[config.mk]
export PLATFORM = sky130hd
export DESIGN_NAME = host_watchdog
export DESIGN_NICKNAME = d
export VERILOG_FILES = /design/src/rtl/wdt_pkg.sv /design/src/rtl/wdt_cfg_reg.sv /design/src/rtl/wdt_event_decode.sv /design/src/rtl/wdt_countdown.sv /design/src/rtl/wdt_pulse_gen.sv /design/src/rtl/host_watchdog.sv
export SDC_FILE = /design/constraint.sdc
export NUM_CORES = 1
export LEC_CHECK = 0
export CAP_MARGIN = 15
export CORE_UTILIZATION = 43
export CTS_CLUSTER_DIAMETER = 30
export DETAILED_ROUTE_END_ITERATION = 6
export GPL_TIMING_DRIVEN = 0
export PLACE_DENSITY = 0.8
export SKIP_LAST_GASP = 1
export SLEW_MARGIN = 20
export SYNTH_ARGS = -nofsm -noshare
export SYNTH_HDL_FRONTEND = slang
export SYNTH_SLANG_ARGS = --single-unit
[constraint.sdc]
create_clock -name clk -period 2.2 [get_ports clk]
set_input_delay 0.55 -clock clk [delete_from_list [all_inputs] [get_ports clk]]
set_output_delay 0.55 -clock clk [all_outputs]
set_load 0.1 [all_outputs]
[src/rtl/wdt_pkg.sv]
package wdt_pkg;

  typedef enum logic [2:0] {
    LD_HOLD = 3'd0,
    LD_CFG  = 3'd1,
    LD_KICK = 3'd2,
    LD_DEF  = 3'd3,
    LD_DEC  = 3'd4
  } wdt_load_e;

  // A tick that arrives with this many ticks left ends the interval.
  function automatic logic at_end(input int unsigned left);
    return (left <= 32'd1);
  endfunction

  // Next countdown value for a given load selection.
  function automatic int unsigned next_count(input wdt_load_e sel,
                                             input int unsigned cur,
                                             input int unsigned new_ival,
                                             input int unsigned cur_ival,
                                             input int unsigned def_ival);
    int unsigned r;
    case (sel)
      LD_CFG:  r = new_ival;
      LD_KICK: r = cur_ival;
      LD_DEF:  r = def_ival;
      LD_DEC:  r = (cur == 32'd0) ? 32'd0 : cur - 32'd1;
      default: r = cur;
    endcase
    return r;
  endfunction

endpackage

[src/rtl/wdt_cfg_reg.sv]
module wdt_cfg_reg #(
  parameter int IW       = 8,
  parameter int DEF_IVAL = 100
) (
  input  logic          clk,
  input  logic          rst_n,
  input  logic          restore,
  input  logic          accept,
  input  logic [IW:0]   wdata,
  output logic          en,
  output logic [IW-1:0] ival
);

  localparam logic [IW-1:0] DEF_V = IW'(DEF_IVAL);

  always_ff @(posedge clk or negedge rst_n) begin
    if (!rst_n) begin
      en   <= 1'b1;
      ival <= DEF_V;
    end else if (restore) begin
      en   <= 1'b1;
      ival <= DEF_V;
    end else if (accept) begin
      en   <= wdata[IW];
      ival <= wdata[IW-1:0];
    end
  end

endmodule

[src/rtl/wdt_event_decode.sv]
module wdt_event_decode (
  input  logic               cfg_wr,
  input  logic               kick_wr,
  input  logic               tick,
  input  logic               en,
  input  logic               busy,
  input  logic               last,
  output wdt_pkg::wdt_load_e sel,
  output logic               expire,
  output logic               cfg_accept
);

  import wdt_pkg::*;

  always_comb begin
    sel        = LD_HOLD;
    expire     = 1'b0;
    cfg_accept = 1'b0;
    if (busy) begin
      sel = LD_HOLD;
    end else if (cfg_wr) begin
      sel        = LD_CFG;
      cfg_accept = 1'b1;
    end else if (en && kick_wr) begin
      sel = LD_KICK;
    end else if (en && tick && last) begin
      sel    = LD_DEF;
      expire = 1'b1;
    end else if (en && tick) begin
      sel = LD_DEC;
    end
  end

endmodule

[src/rtl/wdt_countdown.sv]
module wdt_countdown #(
  parameter int IW       = 8,
  parameter int DEF_IVAL = 100
) (
  input  logic               clk,
  input  logic               rst_n,
  input  wdt_pkg::wdt_load_e sel,
  input  logic [IW-1:0]      new_ival,
  input  logic [IW-1:0]      cur_ival,
  output logic [IW-1:0]      count,
  output logic               last
);

  localparam logic [IW-1:0] DEF_V = IW'(DEF_IVAL);

  logic [IW-1:0] count_nx;

  always_comb begin
    count_nx = IW'(wdt_pkg::next_count(sel, 32'(count), 32'(new_ival),
                                       32'(cur_ival), 32'(DEF_V)));
    last     = wdt_pkg::at_end(32'(count));
  end

  always_ff @(posedge clk or negedge rst_n) begin
    if (!rst_n) count <= DEF_V;
    else        count <= count_nx;
  end

endmodule

[src/rtl/wdt_pulse_gen.sv]
module wdt_pulse_gen #(
  parameter int PULSE_W = 16
) (
  input  logic clk,
  input  logic rst_n,
  input  logic fire,
  output logic rst_n_o,
  output logic clr_o,
  output logic busy
);

  localparam int PCW = $clog2(PULSE_W + 1);
  localparam logic [PCW-1:0] PW_V = PCW'(PULSE_W);

  logic [PCW-1:0] pcnt;

  always_ff @(posedge clk or negedge rst_n) begin
    if (!rst_n)             pcnt <= '0;
    else if (fire)          pcnt <= PW_V;
    else if (pcnt != '0)    pcnt <= pcnt - 1'b1;
  end

  always_comb begin
    busy    = (pcnt != '0);
    rst_n_o = ~busy;
    clr_o   = (pcnt == PW_V);
  end

endmodule

[src/rtl/host_watchdog.sv]
module host_watchdog #(
  parameter int IW       = 8,
  parameter int DEF_IVAL = 100,
  parameter int PULSE_W  = 16
) (
  input  logic          clk,
  input  logic          rst_n,
  input  logic          tick,
  input  logic          kick_wr,
  input  logic          cfg_wr,
  input  logic [IW:0]   cfg_wdata,
  output logic          cfg_en,
  output logic [IW-1:0] cfg_ival,
  output logic [IW-1:0] remaining,
  output logic          wd_rst_n,
  output logic          test_clr
);

  wdt_pkg::wdt_load_e load_sel;
  logic expire_evt;
  logic cfg_accept;
  logic busy;
  logic last_tick;

  wdt_event_decode u_dec (
    .cfg_wr     (cfg_wr),
    .kick_wr    (kick_wr),
    .tick       (tick),
    .en         (cfg_en),
    .busy       (busy),
    .last       (last_tick),
    .sel        (load_sel),
    .expire     (expire_evt),
    .cfg_accept (cfg_accept)
  );

  wdt_cfg_reg #(.IW(IW), .DEF_IVAL(DEF_IVAL)) u_cfg (
    .clk     (clk),
    .rst_n   (rst_n),
    .restore (expire_evt),
    .accept  (cfg_accept),
    .wdata   (cfg_wdata),
    .en      (cfg_en),
    .ival    (cfg_ival)
  );

  wdt_countdown #(.IW(IW), .DEF_IVAL(DEF_IVAL)) u_cnt (
    .clk      (clk),
    .rst_n    (rst_n),
    .sel      (load_sel),
    .new_ival (cfg_wdata[IW-1:0]),
    .cur_ival (cfg_ival),
    .count    (remaining),
    .last     (last_tick)
  );

  wdt_pulse_gen #(.PULSE_W(PULSE_W)) u_pulse (
    .clk     (clk),
    .rst_n   (rst_n),
    .fire    (expire_evt),
    .rst_n_o (wd_rst_n),
    .clr_o   (test_clr),
    .busy    (busy)
  );

endmodule

# After elaboration in Yosys (flattened, before gate mapping)
# Index checks and enable logic that the tools add are counted.
classes:
  n_lt_le_gt_ge: 1
  n_bitwise: 1
  eq_ne: 5
  add_sub_neg: 2
  reduce_logical: 8
  mux: 19
op_table:
  columns: ["op", "count"]
  rows:
  - ["8-bit case mux with 4 select lines", 1]
  - ["8-bit two-way mux", 3]
  - ["3-bit two-way mux", 5]
  - ["5-bit two-way mux", 2]
  - ["8-bit by 1-bit <= comparator with 1-bit output (second input constant)", 1]
  - ["8-bit logical NOT", 1]
  - ["1-bit two-way mux", 8]
  - ["8-bit by 1-bit subtractor with 8-bit output (second input constant)", 1]
  - ["3-bit by 2-bit equality test with 1-bit output (second input constant)", 2]
  - ["5-bit equality test (second input constant)", 1]
  - ["5-bit nonzero test", 1]
  - ["5-bit by 1-bit subtractor with 5-bit output (second input constant)", 1]
  - ["2-bit nonzero test", 2]
  - ["4-bit nonzero test", 1]
  - ["3-bit by 1-bit equality test with 1-bit output (second input constant)", 1]
  - ["3-bit equality test (second input constant)", 1]
  - ["1-bit logical AND", 3]
  - ["1-bit inverter", 1]
totals:
  out_inout_bits: 19
  input_bits: 14
  regBits: 22
  elab_cells: 40

# Logic depth before layout (Yosys ltp)
# Gate-level depths: netlist of the first run.
depth:
  depth_word: 8
  depth_mapped: 10
  mapped_depth_nobuf: 7

# By module
# Synthesis of the first run repeated with hierarchy kept, for this count alone.
hier_totals:
  cells_unflattened: 138
  hier_area_um2: 1381.3
modules_own_cells:
  columns: ["module", "n_inst", "cells_per_inst", "seq_area_each_um2", "area_per_inst_um2"]
  rows:
  - ["wdt_countdown", 1, 72, 203.9, 666.9]
  - ["wdt_cfg_reg", 1, 29, 230.2, 380.4]
  - ["wdt_pulse_gen", 1, 27, 125.1, 269.0]
  - ["wdt_event_decode", 1, 10, 0.0, 65.1]

# Least setup slack after synthesis of the first run
# OpenSTA, ideal clock, no wires.
synth_path:
  path_kind: "reg2reg"
  startpoint: "register u_cnt.count[0]"
  endpoint: "register u_cnt.count[4]"
  stages_incl_launch_ff: 7
  setup_time_ps: 87
  required_ps: 2113
  slack_ps: -187
  arrival_time_ps: 2300
  n_path_buf: 0
  period_less_slack_ps: 2387
  cell_sequence: "dfrtp_1 -> inv_1 -> ha_1 -> or3_1 -> a31oi_1 -> nand2_1 -> o211ai_1"
synth_via:
  elab_chain_len: 8
  elab_cells_between_ends: 15
  classes_between: "1 x add/sub; 1 x order compare; 4 x eq/ne; 6 x mux; 3 x reduce/logical"
synth_lines:
  columns: ["item", "line_no", "rtl"]
  rows:
  - ["start: declaration", "wdt_countdown.sv:10", "output logic [IW-1:0] count,"]
  - ["start signal: assignment", "wdt_countdown.sv:26", "else count <= count_nx;"]
  - ["8-bit by 1-bit <= comparator with 1-bit output", "wdt_pkg.sv:13", "return (left <= 32'd1);"]
  - ["1-bit logical AND", "wdt_event_decode.sv:26", "end else if (en && tick && last) begin"]
  - ["3-bit two-way mux", "wdt_event_decode.sv:26", null]
  - ["3-bit two-way mux", "wdt_event_decode.sv:24", "end else if (en && kick_wr) begin"]
  - ["3-bit two-way mux", "wdt_event_decode.sv:21", "end else if (cfg_wr) begin"]
  - ["3-bit two-way mux", "wdt_event_decode.sv:19", "if (busy) begin"]
  - ["3-bit equality test (tied with other cells)", "wdt_pkg.sv:23", "case (sel)"]
  - ["8-bit case mux with 4 select lines / 4-bit nonzero test (equally long branches)", null, null]
# Parallel ways exist; a longest one is shown, timed or not.
# A chain may end at the register's enable or synchronous reset.

# Final worst setup path of the first run
layout_path:
  startpoint: "register u_pulse.pcnt[0]"
  endpoint: "output port wd_rst_n"
layout_via:
  elab_chain_len: 2
layout_lines:
  columns: ["item", "line_no", "rtl"]
  rows:
  - ["start: declaration", "wdt_pulse_gen.sv:15", "logic [PCW-1:0] pcnt;"]
  - ["start signal: assignment", "wdt_pulse_gen.sv:20", "else if (pcnt != '0) pcnt <= pcnt - 1'b1;"]
  - ["5-bit nonzero test", "wdt_pulse_gen.sv:24", "busy = (pcnt != '0);"]
  - ["1-bit inverter", "wdt_pulse_gen.sv:25", "rst_n_o = ~busy;"]
  - ["end: declaration", "host_watchdog.sv:15", "output logic wd_rst_n,"]
# Every way passes these cells.

==> qor.txt, run 1 <==
Clock Tree Buf Depth = 2
Vias after detailed routing = 1293
Main synth FF type = dfrtp_1
Area contributors post-synth = dfrtp_1, dfstp_2, nand2_1
Number of library cell types mapped by synthesis = 47
Pin count of the biggest net entering global routing = 23
Final #Nets = 200
Critical Path AT = 1750 ps
Vias in the first global route = 1276
Register bit total from synthesis = 22
Skew final = 11.9 ps
Number of DRC markers in iteration 0 = 62
CTS HTree Levels = 1
Met2 global-route usage = 42.9%
Gr usage total = 23.7%
Minimum clock period = 2300 ps
Sequential share of the synthesized area = 42.9%
Tightest Pin Transition = 965 ps
Delay-heaviest family, CP = simple AND/OR/NAND/NOR gates
M1 GR Usage = 30.0%
Placeable Area = 0.00281 sq mm
Asr flop ratio synth = 100%
Post-Route Setup TNS = -104 ps
Slew margin rel. = 35.9%
DRC Markers = 2
GRT Residual Overflow = 0
RSZ-0062 raised after global routing = yes
Root Buffer = clkbuf_4
Synth-to-Final Area Change = 34.5%
Worst skew pair latency = 330 ps
Max Fclk = 434 MHz
CP max stage cell = or4b_4
Initial antenna violation count = 0
Layout cells sized above 1 = 25.4%
Critical Path Start = u_pulse.pcnt[0]
Drt wl/cell = 16.9 microns
Number of diodes = 0
Number of synthesized flops with an enable pin = 0
Fin crit share = 105%
Syn_area_per_cell = 9.24 sq um
# rows = 19
M3 GR Usage = 3.63%
Busiest grt layer = met2
Worst path cell trace = inv_2, ha_4, or4b_4, inv_6, buf_12
Hold WC Path Type = input port to asynchronous set/reset pin
Max stage delay on crit path = 510 ps
Yosys top cell area share = 28.8%
# setup viols final = 1
CTS Buf Count = 3
Die X = 57.0 microns
Max-cap violation count = 0
Cell area after synthesis = 0.00130 sq mm
Dpl hpwl = 2460 microns
Die ar. = 0.00325 sq mm
Worst Path Buf+Inv = 3
I/O pins = 33
Post-Syn Nets = 159
Cts hold-fix bufs = 0
Post-Syn Instances = 141
Routed Wire Length = 3580 microns
First-pass GRT wire length = 6020 microns
Slew Viols, Final = 0
Crit end category = output port
PortBufs = 32
CP Data Required Time = 1650 ps
Chip height = 57.0 microns
Final setup margin = -104 ps
Failing checks = design-rule violations, negative setup slack
Starting Density = 46.4%
DR vias/cell = 6.10
First-pass iteration count of the detailed router = 6
CTS tree = done
Critical R2R Launch = u_pulse.pcnt[0]
Clk slew on worst S/H paths = 140 ps
Crit Path Category = register to output port
Synth area leader = dfrtp_1
Max FO, Critical Path = 5
TritonCTS Sinks = 22
Hold Violations, Final = 0
Startpoint types = register
Synth warn = 0
Routed Antenna Nets = 0
Place WS = -1190 ps
Run status = finished, violations left
Placer congestion estimate = 0.847
-- final timing paths --
path	endpoint	slack, ps	cells after the start
setup / recovery	wd_rst_n	-100	5
max in group asynchronous	u_cnt.count[7]	1650	1
hold / removal	u_pulse.pcnt[3]	160	1
min in group clk	u_cfg.ival[2]	500	2
hold reg to reg	u_cfg.ival[2]	500	2
setup reg to reg	u_cfg.ival[7]	110	7
-- cell families after synthesis --
group	share of synthesized area, %
DFF	42.9
adders and majority gates	3.84
muxes	0.769
and+or+nand+nor	21.7
xor gates and xnor gates	2.02
AOI/OAI and AO/OA	24.3
buffers and inverters	4.42
-- cells in the final DEF, fill, tap and decap left out, types with 3 or more instances in the layout --
master           netlist  final
and3_1                 5      5
nand2_1               18     18
clkdlybuf4s15_2        0      8
nor2_1                 5      5
dfrtp_1               15     11
o21a_1                 3      3
o21ai_0                9      8
buf_4                  2      7
dfstp_2                7      7
clkdlybuf4s50_1        0     12
nor4_1                 4      4
clkbuf_4               0      3
a21o_1                 4      4
a21oi_1                9      9
or2_2                  3      3
o211ai_1               6      6
ha_1                   4      3
dfrtp_2                0      4
inv_1                  9      6
dlygate4sd2_1          0      7
-- state kept, by name, summed over array words and instances (netlist names) --
register and flops:
u_cfg.en 1, u_cnt.count 8, u_cfg.ival 8, u_pulse.pcnt 5
-- worst register-to-register path, cell delays in order (launching register included) --
cell     delay [ps]
dfrtp_1         420
inv_2            80
ha_4            150
or4b_4          510
inv_6           100
buf_4           160
o21ai_1         250
a22o_1          310
-- per-stage QoR --
stage / hold slack (ps) / instance area (sq um) / util, % / std cells
final: 163 / 1750 / 62.4 / 212
after global placement: 476 / 1670 / 59.7 / 204
after floorplan: 254 / 1320 / - / 141
after detailed placement: 476 / 1670 / 59.7 / 204
after global routing: 194 / 1750 / 62.4 / 212
after CTS: 496 / 1780 / 63.4 / 213
-- Yosys cell counts, types with 2 or more instances --
cell type / instances
nor4_1: 4
or2_2: 3
nor2_1: 5
a21o_1: 4
o21a_1: 3
dfrtp_1: 15
ha_1: 4
nand3_1: 2
o211ai_1: 6
o21ai_0: 9
nor3_1: 2
nand2_1: 18
xor2_1: 2
a21oi_1: 9
dfstp_2: 7
inv_1: 9
a22o_1: 2
or4_4: 2
and3_1: 5
a31oi_1: 2
buf_4: 2
-- area by class of cell --
type	instances	area [sq um]
Multi-Input combinational cell	106	706
Tap cell	31	38.8
Timing Repair Buffer	39	374
Fill cell	256	1050
Sequential cell	22	564
Inverter	9	38.8
Clock buffer	4	26.3
Buffer	1	3.75
-- metal layers --
metal	share of wire [%]	vias to the layer above
met5	0	-
met4	1.3	0
met3	5.6	6
met2	50	57
met1	43	624
li1	-	606
-- repair_timing --
item,in CTS,in global routing
setup endpoints to repair,33,13
pin swaps,2,1
gates resized for setup,58,4
setup buffers,5,2
cloned,0,0
Power of run 1 is left out: the tool's default activity adds up to more than one toggle a clock period on the data nets, which glitch-free logic cannot reach.
==> inputs of run 2 (changes only) <==
--- a/config.mk
+++ b/config.mk
@@ -5,6 +5,7 @@
 export SDC_FILE = /design/constraint.sdc
 export NUM_CORES = 1
 export LEC_CHECK = 0
+export ABC_CLOCK_PERIOD_IN_PS = 2200
 export CAP_MARGIN = 15
 export CORE_UTILIZATION = 43
 export CTS_CLUSTER_DIAMETER = 30
==> results of run 2 <==
The final DEF is identical to that of run 1; final timing and power are the same.
Power of run 2 is left out for the same reason.
==> inputs of run 3 (changes only) <==
--- a/config.mk
+++ b/config.mk
@@ -7,11 +7,12 @@
 export LEC_CHECK = 0
 export ABC_CLOCK_PERIOD_IN_PS = 2200
 export CAP_MARGIN = 15
-export CORE_UTILIZATION = 43
+export CORE_UTILIZATION = 55
 export CTS_CLUSTER_DIAMETER = 30
 export DETAILED_ROUTE_END_ITERATION = 6
+export DONT_BUFFER_PORTS = 1
 export GPL_TIMING_DRIVEN = 0
-export PLACE_DENSITY = 0.8
+export PLACE_DENSITY = 0.79
 export SKIP_LAST_GASP = 1
 export SLEW_MARGIN = 20
 export SYNTH_ARGS = -nofsm -noshare
==> qor.txt, run 3 (same netlist as run 1, synthesis figures left out) <==
Max stage delay on crit path = 500 ps (about the same)
Top Registers = u_cfg.ival: 8 flops, u_cnt.count: 8 flops, u_pulse.pcnt: 5 flops
Routed length on met3 = 381 microns (+89%)
Crit end category = output port
Number of DRC markers in iteration 0 = 56 (-9.7%)
Die ar. = 0.00257 sq mm (-21%)
Synth-to-Final Area Change = 21.0%
Failing checks = negative setup slack
Pin count of the biggest net entering global routing = 16 (-30%)
Fin crit share = 104% (-0.65 points)
Delay-heaviest family, CP = simple AND/OR/NAND/NOR gates
Final hold slack = 58.0 ps (-105 ps)
Final setup margin = -90.1 ps (+14.3 ps)
Hold WC Path Type = input port to asynchronous set/reset pin
Top Layer Used = met4
First-pass iteration count of the detailed router = 4 (-2)
Final #Nets = 172 (-14%)
Drt wl/cell = 19.8 microns (+17%)
CP max stage cell = or4b_4
Initial antenna violation count = 0 (unchanged)
Non-filler cells, final = 181 (-15%)
Max Fclk = 437 MHz (+0.62%)
Layout cells sized above 1 = 29.4% (+4.0 points)
Placer congestion estimate = 0.937 (+11%)
Root Buffer = clkbuf_4
Gr usage total = 30.8% (+7.1 points)
I/O pins = 33 (unchanged)
Routed Wire Length = 3580 microns (about the same)
CP Data Required Time = 1650 ps (about the same)
Met1 Wirelength = 1440 microns (-6.7%)
Final Util = 71.3% (+8.8 points)
GRT Residual Overflow = 0 (unchanged)
TritonCTS Sinks = 22 (unchanged)
Met2 wire length = 1680 microns (-5.6%)
Vias in the first global route = 1201 (-5.9%)
Worst Path Buf+Inv = 3 (unchanged)
Tightest Pin Transition = 936 ps (-29.0 ps)
Minimum clock period = 2290 ps (-14.3 ps)
Starting Density = 58.9% (+12 points)
CTS Buf Count = 3 (unchanged)
Number of diodes = 0 (unchanged)
Max FO, Critical Path = 5 (unchanged)
CTS HTree Levels = 1 (unchanged)
DRC Markers = 0 (-2)
Clk slew on worst S/H paths = 120 ps (-20 ps)
Skew final = 6.07 ps (-5.80 ps)
First-pass GRT wire length = 5770 microns (-4.2%)
Dpl hpwl = 2300 microns (-6.8%)
Commonest non-fill, non-tap cell in the layout = nand2_1
Crit Path Category = register to output port
Routed Antenna Nets = 0 (unchanged)
Post-Route Setup TNS = -102 ps (+2.87 ps)
Startpoint types = register
DR vias/cell = 6.72 (+10%)
Worst skew pair latency = 320 ps (about the same)
Slew Viols, Final = 0 (unchanged)
CTS tree = done
Most frequent cells in the layout = nand2_1, dfrtp_1, a21oi_1
Hold Violations, Final = 0 (unchanged)
Max-cap violation count = 0 (unchanged)
# rows = 17 (-2)
Placeable Area = 0.00221 sq mm (-21%)
Run status = finished, violations left
Clock Tree Buf Depth = 2 (unchanged)
# setup viols final = 2 (+1)
Worst path cell trace = inv_2, ha_4, or4b_4, inv_4, buf_12
Die X = 50.7 microns (-11%)
Critical Path AT = 1740 ps (about the same)
Slew margin rel. = 37.6% (+1.7 points)
RSZ-0062 raised after global routing = yes
PortBufs = 0 (-100%)
Dpl cells = 169 (-17%)
Filler cells = 175 (-32%)
Chip height = 50.7 microns (-11%)
Vias after detailed routing = 1216 (-6.0%)
[run 3: per-stage QoR]
| stage | setup slack [ps] | instance area, sq um |
|---|---|---|
| 5_1_grt | -122 | 1580 |
| 3_5_place_dp | -199 | 1350 |
| 6_report | -90.1 | 1580 |
| 4_1_cts | -189 | 1540 |
| 3_3_place_gp | -199 | 1350 |
| 2_1_floorplan | 15.7 | 1320 |
[run 3: cell type report]
type / count / area, sq um / area share [%]
plain buffers: 2 / 23.8 / 1.51
well taps: 28 / 35.0 / 2.22
clock buffers: 4 / 36.3 / 2.30
repair buffers: 10 / 103 / 6.51
inverters: 9 / 36.3 / 2.30
flip-flops and latches: 22 / 579 / 36.7
multi-input cells: 106 / 763 / 48.4
[run 3: per-layer routing]
layer  up-vias  GRT usage [%]
met5         -              0
met4         0           10.6
met3        12           6.67
met2        83           48.2
met1       571           42.0
li1        550              -
[run 3: timing repair]
action                                  CTS  global route
endpoints found under the setup margin   19            15
cloned                                    1             0
pin swaps                                 3             2
gates resized for setup                  21             7
buffers inserted                          6             2
hold buffers                              1             0
hold endpoints to repair                 15             0
[run 3: path summary, 6_finish.rpt]
| check | slack, ps | cells after the start | startpoint | end |
|---|---|---|---|---|
| max reg2reg | 10 | 4 | u_cnt.count[7] | u_cnt.count[5] |
| max in group asynchronous | 980 | 1 | rst_n | u_cnt.count[4] |
| min reg2reg | 560 | 1 | u_pulse.pcnt[3] | u_pulse.pcnt[3] |
| max | -90 | 5 | u_pulse.pcnt[0] | wd_rst_n |
| min in group clk | 300 | 2 | cfg_wdata[8] | u_cfg.en |
| min | 60 | 0 | rst_n | u_cnt.count[2] |
[run 3: worst register-to-register path, delay by kind of cell, from the launching register on]
family	cells	cell delay [ps]
AND/OR/NAND/NOR	2	1190
flip-flops	1	660
AO/OA/AOI/OAI	2	270
Power of run 3 is left out for the same reason.
